### src/rtl/etx_pkg.sv
package etx_pkg;
  typedef enum logic [2:0] {
    ST_IDLE, ST_PEND, ST_EXPOSE, ST_HOLD, ST_DONE
  } etx_state_t;

  typedef enum logic [1:0] {
    CL_LINE, CL_FLICK, CL_FRAME, CL_NONE
  } etx_class_t;

  function automatic etx_class_t etx_decode(input logic par, input logic a, input logic b);
    if (a && b)            return CL_NONE;
    else if (a)            return CL_FRAME;
    else if (par && !b)    return CL_FLICK;
    else                   return CL_LINE;
  endfunction
endpackage

### src/rtl/etx_line_timer.sv
module etx_line_timer #(
  parameter int LINE_PIXELS = 780,
  parameter int SAMPLE_POS  = 34
) (
  input  logic clk,
  input  logic rst_n,
  input  logic line_sync,
  output logic tick
);
  localparam int PW = $clog2(LINE_PIXELS + 1);
  localparam logic [PW-1:0] PMAX = PW'(LINE_PIXELS);

  logic [PW-1:0] pix;

  always_ff @(posedge clk) begin
    if (!rst_n)          pix <= PMAX;
    else if (line_sync)  pix <= '0;
    else if (pix != PMAX) pix <= pix + 1'b1;
  end

  assign tick = (pix == PW'(SAMPLE_POS));
endmodule

### src/rtl/etx_fall_sampler.sv
module etx_fall_sampler #(
  parameter int W = 3
) (
  input  logic         clk,
  input  logic         rst_n,
  input  logic         tick,
  input  logic [W-1:0] lvl_n,
  output logic [W-1:0] fall
);
  logic [W-1:0] held;

  for (genvar i = 0; i < W; i++) begin : g_bit
    always_ff @(posedge clk) begin
      if (!rst_n)    held[i] <= 1'b1;
      else if (tick) held[i] <= lvl_n[i];
    end
    assign fall[i] = tick & held[i] & ~lvl_n[i];
  end
endmodule

### src/rtl/etx_down_counter.sv
module etx_down_counter #(
  parameter int W = 10
) (
  input  logic         clk,
  input  logic         rst_n,
  input  logic         load,
  input  logic [W-1:0] load_val,
  input  logic         dec,
  output logic         last
);
  logic [W-1:0] val;

  always_ff @(posedge clk) begin
    if (!rst_n)              val <= '0;
    else if (load)           val <= load_val;
    else if (dec && !last)   val <= val - 1'b1;
  end

  assign last = (val <= W'(1));
endmodule

### src/rtl/etx_trigger_ctrl.sv
module etx_trigger_ctrl #(
  parameter int LINE_PIXELS   = 780,
  parameter int SAMPLE_POS    = 34,
  parameter int FLICKER_LINES = 315,
  parameter int CNT_W         = 10
) (
  input  logic             clk,
  input  logic             rst_n,
  input  logic             line_sync,
  input  logic             frame_n,
  input  logic             trig_n,
  input  logic             early_n,
  input  logic             mode_a,
  input  logic             mode_b,
  input  logic             par_sel,
  input  logic             rdo_sync_sel,
  input  logic             flush_en,
  input  logic [CNT_W-1:0] exp_count,
  output logic             busy,
  output logic             xfer_req,
  output logic             flush_req,
  output logic             sub_clear
);
  import etx_pkg::*;

  localparam int FW = $clog2(FLICKER_LINES + 1);
  localparam int RW = (CNT_W > FW) ? CNT_W : FW;
  localparam int IX_TRIG  = 0;
  localparam int IX_EARLY = 1;
  localparam int IX_FRAME = 2;

  logic       tick;
  logic [2:0] fall;
  logic       cnt_last;
  logic       enter, end_evt, frame_evt;
  logic [RW-1:0] load_val;

  etx_state_t       st;
  etx_class_t       cls;
  etx_class_t       cls_d;
  logic [CNT_W-1:0] count_q;
  logic             accept;

  etx_line_timer #(.LINE_PIXELS(LINE_PIXELS), .SAMPLE_POS(SAMPLE_POS)) u_timer (
    .clk(clk), .rst_n(rst_n), .line_sync(line_sync), .tick(tick)
  );

  etx_fall_sampler #(.W(3)) u_samp (
    .clk(clk), .rst_n(rst_n), .tick(tick),
    .lvl_n({frame_n, early_n, trig_n}), .fall(fall)
  );

  etx_down_counter #(.W(RW)) u_cnt (
    .clk(clk), .rst_n(rst_n), .load(enter), .load_val(load_val),
    .dec(end_evt), .last(cnt_last)
  );

  always_comb begin
    cls_d     = etx_decode(par_sel, mode_a, mode_b);
    accept    = (cls_d != CL_NONE) &&
                !(cls_d == CL_FRAME && exp_count == CNT_W'(1) && rdo_sync_sel);
    frame_evt = fall[IX_FRAME];
    enter     = (st == ST_PEND) &&
                ((cls == CL_FRAME) ? frame_evt : line_sync);
    end_evt   = (st == ST_EXPOSE) &&
                ((cls == CL_FRAME) ? frame_evt : line_sync);
    load_val  = (cls == CL_FLICK) ? RW'(FLICKER_LINES) : RW'(count_q);
  end

  always_ff @(posedge clk) begin
    if (!rst_n) begin
      st        <= ST_IDLE;
      cls       <= CL_LINE;
      count_q   <= '0;
      xfer_req  <= 1'b0;
      flush_req <= 1'b0;
    end else begin
      xfer_req  <= 1'b0;
      flush_req <= 1'b0;
      unique case (st)
        ST_IDLE: if (fall[IX_TRIG] && accept) begin
          st      <= ST_PEND;
          cls     <= cls_d;
          count_q <= exp_count;
        end
        ST_PEND: if (enter) begin
          st        <= ST_EXPOSE;
          flush_req <= flush_en && (cls != CL_FRAME);
        end
        ST_EXPOSE: begin
          if (end_evt && cnt_last) begin
            xfer_req <= 1'b1;
            st       <= ST_DONE;
          end else if (fall[IX_EARLY]) begin
            if (!rdo_sync_sel) begin
              xfer_req <= 1'b1;
              st       <= ST_DONE;
            end else begin
              st <= ST_HOLD;
            end
          end
        end
        ST_HOLD: if (frame_evt) begin
          xfer_req <= 1'b1;
          st       <= ST_DONE;
        end
        ST_DONE: if (line_sync) st <= ST_IDLE;
        default: st <= ST_IDLE;
      endcase
    end
  end

  assign busy      = (st != ST_IDLE);
  assign sub_clear = !((st == ST_EXPOSE) || (st == ST_HOLD));
endmodule

### config.mk
export PLATFORM = sky130hd
export DESIGN_NAME = etx_trigger_ctrl
export DESIGN_NICKNAME = d
export VERILOG_FILES = /design/src/rtl/etx_pkg.sv /design/src/rtl/etx_line_timer.sv /design/src/rtl/etx_fall_sampler.sv /design/src/rtl/etx_down_counter.sv /design/src/rtl/etx_trigger_ctrl.sv
export SDC_FILE = /design/constraint.sdc
export NUM_CORES = 1
export LEC_CHECK = 0
export BUFFER_PORTS_ARGS = -buffer_cell sky130_fd_sc_hd__buf_2
export CAP_MARGIN = 30
export CORE_MARGIN = 2
export CORE_UTILIZATION = 40
export CTS_BUF_LIST = sky130_fd_sc_hd__clkbuf_16
export DETAILED_ROUTE_END_ITERATION = 6
export GPL_TIMING_DRIVEN = 1
export PLACE_DENSITY = 0.56
export SLEW_MARGIN = 20
export SYNTH_ARGS = -nofsm -noshare
export SYNTH_HDL_FRONTEND = slang
export SYNTH_SLANG_ARGS = --single-unit
### constraint.sdc
create_clock -name clk -period 2.3 [get_ports clk]
set_clock_uncertainty 0.2 [all_clocks]
set_input_delay 0.115 -clock clk [delete_from_list [all_inputs] [get_ports clk]]
set_output_delay 0.115 -clock clk [all_outputs]
set_load 0.05 [all_outputs]
==> results of run 1 <==
-- state kept, by name, indices dropped and copies added, names as in the netlist --
| name | count |
|---|---|
| u_cnt.val | 10 |
| st | 3 |
| xfer_req | 1 |
| u_timer.pix | 10 |
| flush_req | 1 |
| count_q | 10 |
| u_samp.held | 3 |
| cls | 2 |
-- cells by family (layout without fill, tap and decap cells) --
kind of cell / Yosys count / after routing / share of synthesized area
AO/OA/AOI/OAI: 52 / 52 / 0.163
buffers and inverters: 16 / 77 / 0.0364
AND/OR/NAND/NOR: 104 / 104 / 0.284
flip-flops: 40 / 40 / 0.382
adder cells (fa/ha/maj): 5 / 5 / 0.0298
multiplexers: 15 / 15 / 0.0716
XOR/XNOR: 8 / 8 / 0.0334
-- repair_timing --
action                                  CTS  global route
hold buffers                             22             0
endpoints found under the hold margin    21             0
gates resized for setup                   0             2
setup buffers                             0             1
endpoints found under the setup margin    0             6
-- power groups by stage --
stage / logic (mW) / clock network [mW] / registers [mW]
after floorplan: 0.0471 / 0 / 0.724
final: 0.118 / 0.766 / 0.708
after global placement: 0.0921 / 0 / 0.723
after detailed placement: 0.0924 / 0 / 0.723
after CTS: 0.117 / 0.788 / 0.708
after global routing: 0.130 / 0.819 / 0.709
-- layout by cell type (no fill, tap or decap), drive strengths merged, types with 3 or more instances in the layout --
cell	Yosys	final
dfxtp	40	40
buf	3	40
dlygate4sd3	0	22
nand2	21	21
o21ai	18	18
nor2	17	17
nor2b	15	15
mux2i	15	15
nand3	14	14
inv	7	8
nor3	8	8
xor2	7	7
a21oi	7	7
nand2b	5	5
ha	5	5
clkbuf	6	5
nand4	4	4
a31oi	4	4
nor4b	4	4
o211ai	3	3
and2	3	3
a211oi	3	3
o22ai	3	3
-- layout make-up --
cell class,instances,area [um2],area share
clock inverter,3,38.8,0.0140
sequential,40,801,0.289
tap,70,87.6,0.0316
timing repair buffer,62,460,0.166
multi-input combinational,184,1230,0.445
clock buffer,5,125,0.0451
inverter,7,26.3,0.00947
-- synth_stat cells (all sizes together) --
| master | n | area [um2] |
|---|---|---|
| o2111a | 1 | 11.3 |
| a21o | 1 | 7.51 |
| inv | 7 | 26.3 |
| or3b | 1 | 8.76 |
| and4b | 1 | 10.0 |
| a31o | 1 | 8.76 |
| nand4 | 4 | 25.0 |
| o22ai | 3 | 18.8 |
| o41ai | 1 | 8.76 |
| o21ai | 18 | 90.1 |
| a21boi | 1 | 7.51 |
| and3 | 2 | 12.5 |
| a21oi | 7 | 38.8 |
| a211oi | 3 | 22.5 |
| clkbuf | 6 | 22.5 |
| nor4b | 4 | 50.1 |
| or4 | 1 | 11.3 |
| or2 | 1 | 6.26 |
| o211ai | 3 | 22.5 |
| and2 | 3 | 18.8 |
| dfxtp | 40 | 801 |
| o2111ai | 1 | 8.76 |
| a2bb2oi | 1 | 8.76 |
| or3 | 1 | 6.26 |
| nand4b | 1 | 23.8 |
| o31a | 2 | 17.5 |
| and4 | 2 | 17.5 |
| a31oi | 4 | 25.0 |
| buf | 3 | 27.5 |
| o31ai | 2 | 20.0 |
| nand3 | 14 | 70.1 |
| nand3b | 2 | 15.0 |
| xnor2 | 1 | 8.76 |
| a311oi | 1 | 8.76 |
| ha | 5 | 62.6 |
| nor2 | 17 | 63.8 |
| nor3 | 8 | 45.0 |
| nand2b | 5 | 31.3 |
| nand2 | 21 | 78.8 |
| o221ai | 2 | 17.5 |
| xor2 | 7 | 61.3 |
| mux2i | 15 | 150 |
| nor3b | 1 | 7.51 |
| nor2b | 15 | 93.8 |
-- through the flow --
stage	cells	power, mW	util
final	371	1.59	0.547
after floorplan	240	0.771	-
after global placement	340	0.815	0.467
after global routing	371	1.66	0.547
after detailed placement	340	0.815	0.467
after CTS	370	1.61	0.542
-- worst max path at each step --
stage | start | endpoint | slack (ns) | cells past startpoint
after floorplan | st[2] | cls[0] | 0.12 | 7
after global placement | u_timer.pix[2] | u_cnt.val[6] | 0.11 | 6
after detailed placement | u_timer.pix[2] | st[1] | 0.11 | 6
after CTS | u_timer.pix[2] | st[1] | 0.11 | 6
after global routing | u_timer.pix[2] | st[2] | 0.03 | 6
final | u_timer.pix[2] | u_samp.held[2] | 0.14 | 6
-- critical path, delay by kind of cell, from the launching register on --
family | cells | cell delay, ns
flip-flops | 1 | 0.35
multiplexers | 1 | 0.13
buffers and inverters | 2 | 0.77
AND/OR/NAND/NOR | 3 | 0.60
-- layer usage --
| layer | routed length, um | part of all wire | vias to the layer above | track usage |
|---|---|---|---|---|
| met5 | 0 | 0 | - | 0 |
| met4 | 34 | 0.0066 | 0 | 0.0600 |
| met3 | 179 | 0.035 | 2 | 0.0379 |
| met2 | 2530 | 0.49 | 36 | 0.325 |
| met1 | 2400 | 0.47 | 899 | 0.227 |
| li1 | - | - | 996 | - |
==> results.cfg, run 1 <==
[clock_network]
clk_latency_ns = 0.28
clk_pin_slew_ns = 0.06
numClockSinks = 40
cts_max_path_buffers = 2
clockRootBuffer = clkbuf_16
cts_buffers = 5
cts_htree_levels = 2
cts_tree = yes

[sta]
period_share = 0.939
rsz0062_at_grt = false
fin_setup_tns_ns = 0
worst_pin_slew_ns = 0.347
slew_violations = 0
finalSetupViolations = 0
slew_headroom = 0.767
holdWs_ns = 0.0211
finalCriticalPeriod_ns = 2.16
hold_viol = 0
fin_ws_ns = 0.139
fmax_ghz = 0.463

[global_route]
grt_max_degree = 20
grt-ovfl-total = 0
grt_usage = 0.186
grt_pass1_wl_um = 8780
antenna_found_initial = 0
grt_pass1_vias = 1856

[worst_setup_path]
cp_max_fo = 8
arrival_ns = 2.12
rr_endpoint = u_samp.held[2]
cp-start-kind = flop
r2r_cells = 6
cpMaxStageDelayCell = dlygate4sd3_1
end_kind = flop
criticalPathCategory = reg -> reg
r2r-start = u_timer.pix[2]
worstPathCellList = nor4b_4, nand4b_4, buf_4, mux2i_1, nand2_1, dlygate4sd3_1
regToRegSetupSlack_ns = 0.14
critPathMaxStageDelay_ns = 0.58
cp.required_ns = 2.26

[detailed_routing]
wl_per_cell_um = 13.9
first_iter_violations = 108
vias_per_cell = 5.21
drt_wl_total_um = 5140
route.detailed.drc = 0
ant_nets = 0
num_vias = 1933
first_pass_iters = 5

[final_layout]
synthToLayoutAreaGrowth_pct = 32.2
drive_gt1_frac = 0.183
antenna_cells = 0
num-fill-cells = 484
final_nets = 326
design_area_mm2 = 0.00277

[power]
power_frac_clock = 0.481
p_sw_mw = 0.323
sw_frac_of_total = 0.203
combPwrFrac = 0.074
power.density_mw_per_mm2 = 574
p_leak_nw = 1.17
cellInternalPower_mw = 1.27
peakVddDrop_mv = 0.346
power.share.sequential = 0.445

[place]
place_ws_ns = 0.114
portBuffers = 24
place_congestion = 0.844
dpl.hpwl_um = 3740
place_area_mm2 = 0.00237

[run_status]
status = finished clean

[synth]
ys_seq_area_frac = 0.382
synth_cell_types = 51
synthCells = 240
avgSynthCellArea_um2 = 8.74
synth_seq_cells = 40
syn-num-nets = 266
ys.warnings.count = 0
syn_area_mm2 = 0.00210

[flow_run]
maxCapViolations = 0

[worst_hold_path]
hold_depth = 5
min_from = mode_b
holdCritPathClass = in -> reg
min_to = cls[0]

[floorplanning]
start_util = 0.413
fp.dieH_um = 76.4
die-area_mm2 = 0.00584
rows = 26
die_w_um = 76.4
num_io_pins = 25
core_region_area_mm2 = 0.00507
(Power assumes the default switching activity.)
==> run 2: changes to the inputs <==
--- a/config.mk
+++ b/config.mk
@@ -5,6 +5,7 @@
 export SDC_FILE = /design/constraint.sdc
 export NUM_CORES = 1
 export LEC_CHECK = 0
+export ABC_AREA = 1
 export BUFFER_PORTS_ARGS = -buffer_cell sky130_fd_sc_hd__buf_2
 export CAP_MARGIN = 30
 export CORE_MARGIN = 2
@@ -13,6 +14,7 @@
 export DETAILED_ROUTE_END_ITERATION = 6
 export GPL_TIMING_DRIVEN = 1
 export PLACE_DENSITY = 0.56
+export SKIP_LAST_GASP = 1
 export SLEW_MARGIN = 20
 export SYNTH_ARGS = -nofsm -noshare
 export SYNTH_HDL_FRONTEND = slang
==> constraint.sdc (replaced) <==
create_clock -name clk -period 2.3 [get_ports clk]
set_clock_uncertainty 0.2 [all_clocks]
set_input_delay 0.115 -clock clk [delete_from_list [all_inputs] [get_ports clk]]
set_output_delay 0.115 -clock clk [all_outputs]
set_load 0.005 [all_outputs]
==> run 2 against run 1 <==
- fmax increased by 3.8%
- final cell count up 18%
- total power grew 56%
- register-to-register slack better by 0.08 ns
==> results.cfg, run 2 <==
[worst_setup_path]
criticalPathCategory = reg -> reg
critPathMaxStageDelay_ns = 0.33
arrival_ns = 2.05
cpMaxStageDelayCell = dfxtp_1
cp.required_ns = 2.27
r2r_cells = 11
critPathLaunch = u_timer.pix[0]
cp-start-kind = flop
worst_path_most_repeated_cell = nand2_4
rr_endpoint = u_cnt.val[1]
worstSetupEndpoint = u_cnt.val[1]
end_kind = flop
worstPathCellList = inv_1, ha_1, nand3_2, nor2_2, nand4_2, nand2_4, nand2_4, nand2_4, inv_1, a21oi_1, nor2_1
r2r-start = u_timer.pix[0]
regToRegSetupSlack_ns = 0.22
cp_max_fo = 18

[clock_network]
clk_pin_slew_ns = 0.06
cts_tree = yes
clk_latency_ns = 0.28
cts_buffers = 5
cts_max_path_buffers = 2
ctsResizeCount = 0
cts_htree_levels = 2
clockRootBuffer = clkbuf_16
numClockSinks = 40

[detailed_routing]
first_pass_iters = 4
wl_per_cell_um = 11.7
ant_nets = 0
route.detailed.drc = 0
num_vias = 2072
first_iter_violations = 84
drt_wl_total_um = 5130
vias_per_cell = 4.73

[worst_hold_path]
holdCritPathClass = in -> reg

[floorplanning]
die-area_mm2 = 0.00630
rows = 27
start_util = 0.413
num_io_pins = 25
die_w_um = 79.4
core_region_area_mm2 = 0.00551
fp.dieH_um = 79.4

[final_layout]
final_nets = 391
synthToLayoutAreaGrowth_pct = 23.2
final_cell_mix = 53 x nor2_1, 47 x nand2_1, 43 x inv_1
num-fill-cells = 521
top_regs = count_q (10), u_cnt.val (10), u_timer.pix (10)
regArea_um2 = 801
drive_gt1_frac = 0.156
multi_input_area_mm2 = 0.00125
layout_commonest_cell = nor2_1
antenna_cells = 0
design_area_mm2 = 0.00280

[power]
sw_frac_of_total = 0.346
peakVddDrop_mv = 0.351
p_leak_nw = 1.24
power.share.sequential = 0.329
p_sw_mw = 0.861
cellInternalPower_mw = 1.62
power_frac_clock = 0.312
combPwrFrac = 0.359
power.density_mw_per_mm2 = 888

[synth]
ys.warnings.count = 0
async_flop_share = 0
synth_cell_types = 35
synth_seq_cells = 40
synth-edff-count = 0
avgSynthCellArea_um2 = 7.12
synth_top_cell_by_area = dfxtp_1
synthCells = 319
synthTopCellsByArea = dfxtp_1 35%, nor2_1 8.8%, nand2_1 7.8%, inv_1 7.1%, o21ai_0 4.6%
ys_seq_area_frac = 0.352
yosysMostFrequentCell = nor2_1
syn-num-nets = 345
synth_common_cells = 53 x nor2_1, 47 x nand2_1, 43 x inv_1, 40 x dfxtp_1, 21 x o21ai_0
syn_area_mm2 = 0.00227
synth_top_area_share = 0.352
synth_flop_cell = dfxtp_1

[sta]
fmax_ghz = 0.480
fin_setup_tns_ns = 0
period_share = 0.905
hold_viol = 0
finalSetupViolations = 0
worst_pin_slew_ns = 0.593
fin_ws_ns = 0.219
finalCriticalPeriod_ns = 2.08
slew_violations = 0
slew_headroom = 0.604
rsz0062_at_grt = false
holdWs_ns = 0.0143

[place]
place_ws_ns = 0.238
dpl.hpwl_um = 3700
place_congestion = 0.842
place_area_mm2 = 0.00245
portBuffers = 24

[global_route]
grt_pass1_vias = 1926
grt-ovfl-total = 0
antenna_found_initial = 0
grt_pass1_wl_um = 8650
grt_usage = 0.177
grt_max_degree = 21

[run_status]
status = finished clean

[flow_run]
maxCapViolations = 0
## run 2: worst min-delay path by stage
stage,from,endpoint,cells past startpoint
2_1_floorplan,line_sync,u_timer.pix[8],1
6_report,rdo_sync_sel,xfer_req,4
3_5_place_dp,frame_n,u_samp.held[2],3
4_1_cts,rdo_sync_sel,xfer_req,4
5_1_grt,rst_n,u_timer.pix[9],2
3_3_place_gp,frame_n,u_samp.held[2],3
## run 2: cell type report
| cell class | count | share of cell area |
|---|---|---|
| Sequential cell | 40 | 0.286 |
| Clock inverter | 3 | 0.0134 |
| Clock buffer | 5 | 0.0447 |
| Multi-Input combinational cell | 227 | 0.446 |
| Tap cell | 72 | 0.0322 |
| Inverter | 46 | 0.0617 |
| Timing Repair Buffer | 45 | 0.116 |
## run 2: repair_timing
item / 4_1_cts / 5_1_grt
hold buffers: 19 / 0
endpoints found under the hold margin: 18 / 0
setup buffers: 0 / 0
## run 2: kinds of logic (layout without fill, tap and decap cells)
group | count (synthesis) | count (layout) | synth area share
and+or+nand+nor | 157 | 157 | 0.352
AOI/OAI and AO/OA | 56 | 56 | 0.135
buffers and inverters | 52 | 99 | 0.0980
DFF | 40 | 40 | 0.352
xor gates and xnor gates | 9 | 9 | 0.0347
adders and majority gates | 5 | 5 | 0.0275
## run 2: power groups by stage
stage	sequential [mW]	clock, mW	combinational (mW)
after floorplan	0.818	0	0.707
after global placement	0.833	0	0.864
after detailed placement	0.832	0	0.858
after CTS	0.818	0.794	0.892
after global routing	0.826	0.825	0.976
final	0.818	0.777	0.891
## run 2: critical path, delay by kind of cell (launching register included)
family          cells  cell delay [ns]
fa+ha+maj           1             0.17
simple gates        7             0.94
buf+inv             2             0.21
flops               1             0.33
compound gates      1             0.12
## run 2: routing by layer
| metal | routed length [um] | global-route usage | up-vias |
|---|---|---|---|
| li1 | - | - | 1126 |
| met4 | 82 | 0.0759 | 0 |
| met1 | 2590 | 0.230 | 905 |
| met2 | 2280 | 0.283 | 35 |
| met5 | 0 | 0 | - |
| met3 | 170 | 0.0373 | 6 |
## run 2: per-stage QoR
| step | instances | util | total power, mW |
|---|---|---|---|
| 3_5_place_dp | 411 | 0.444 | 1.69 |
| 4_1_cts | 438 | 0.509 | 2.50 |
| 6_report | 438 | 0.509 | 2.49 |
| 5_1_grt | 438 | 0.509 | 2.63 |
| 3_3_place_gp | 411 | 0.444 | 1.70 |
| 2_1_floorplan | 319 | - | 1.52 |
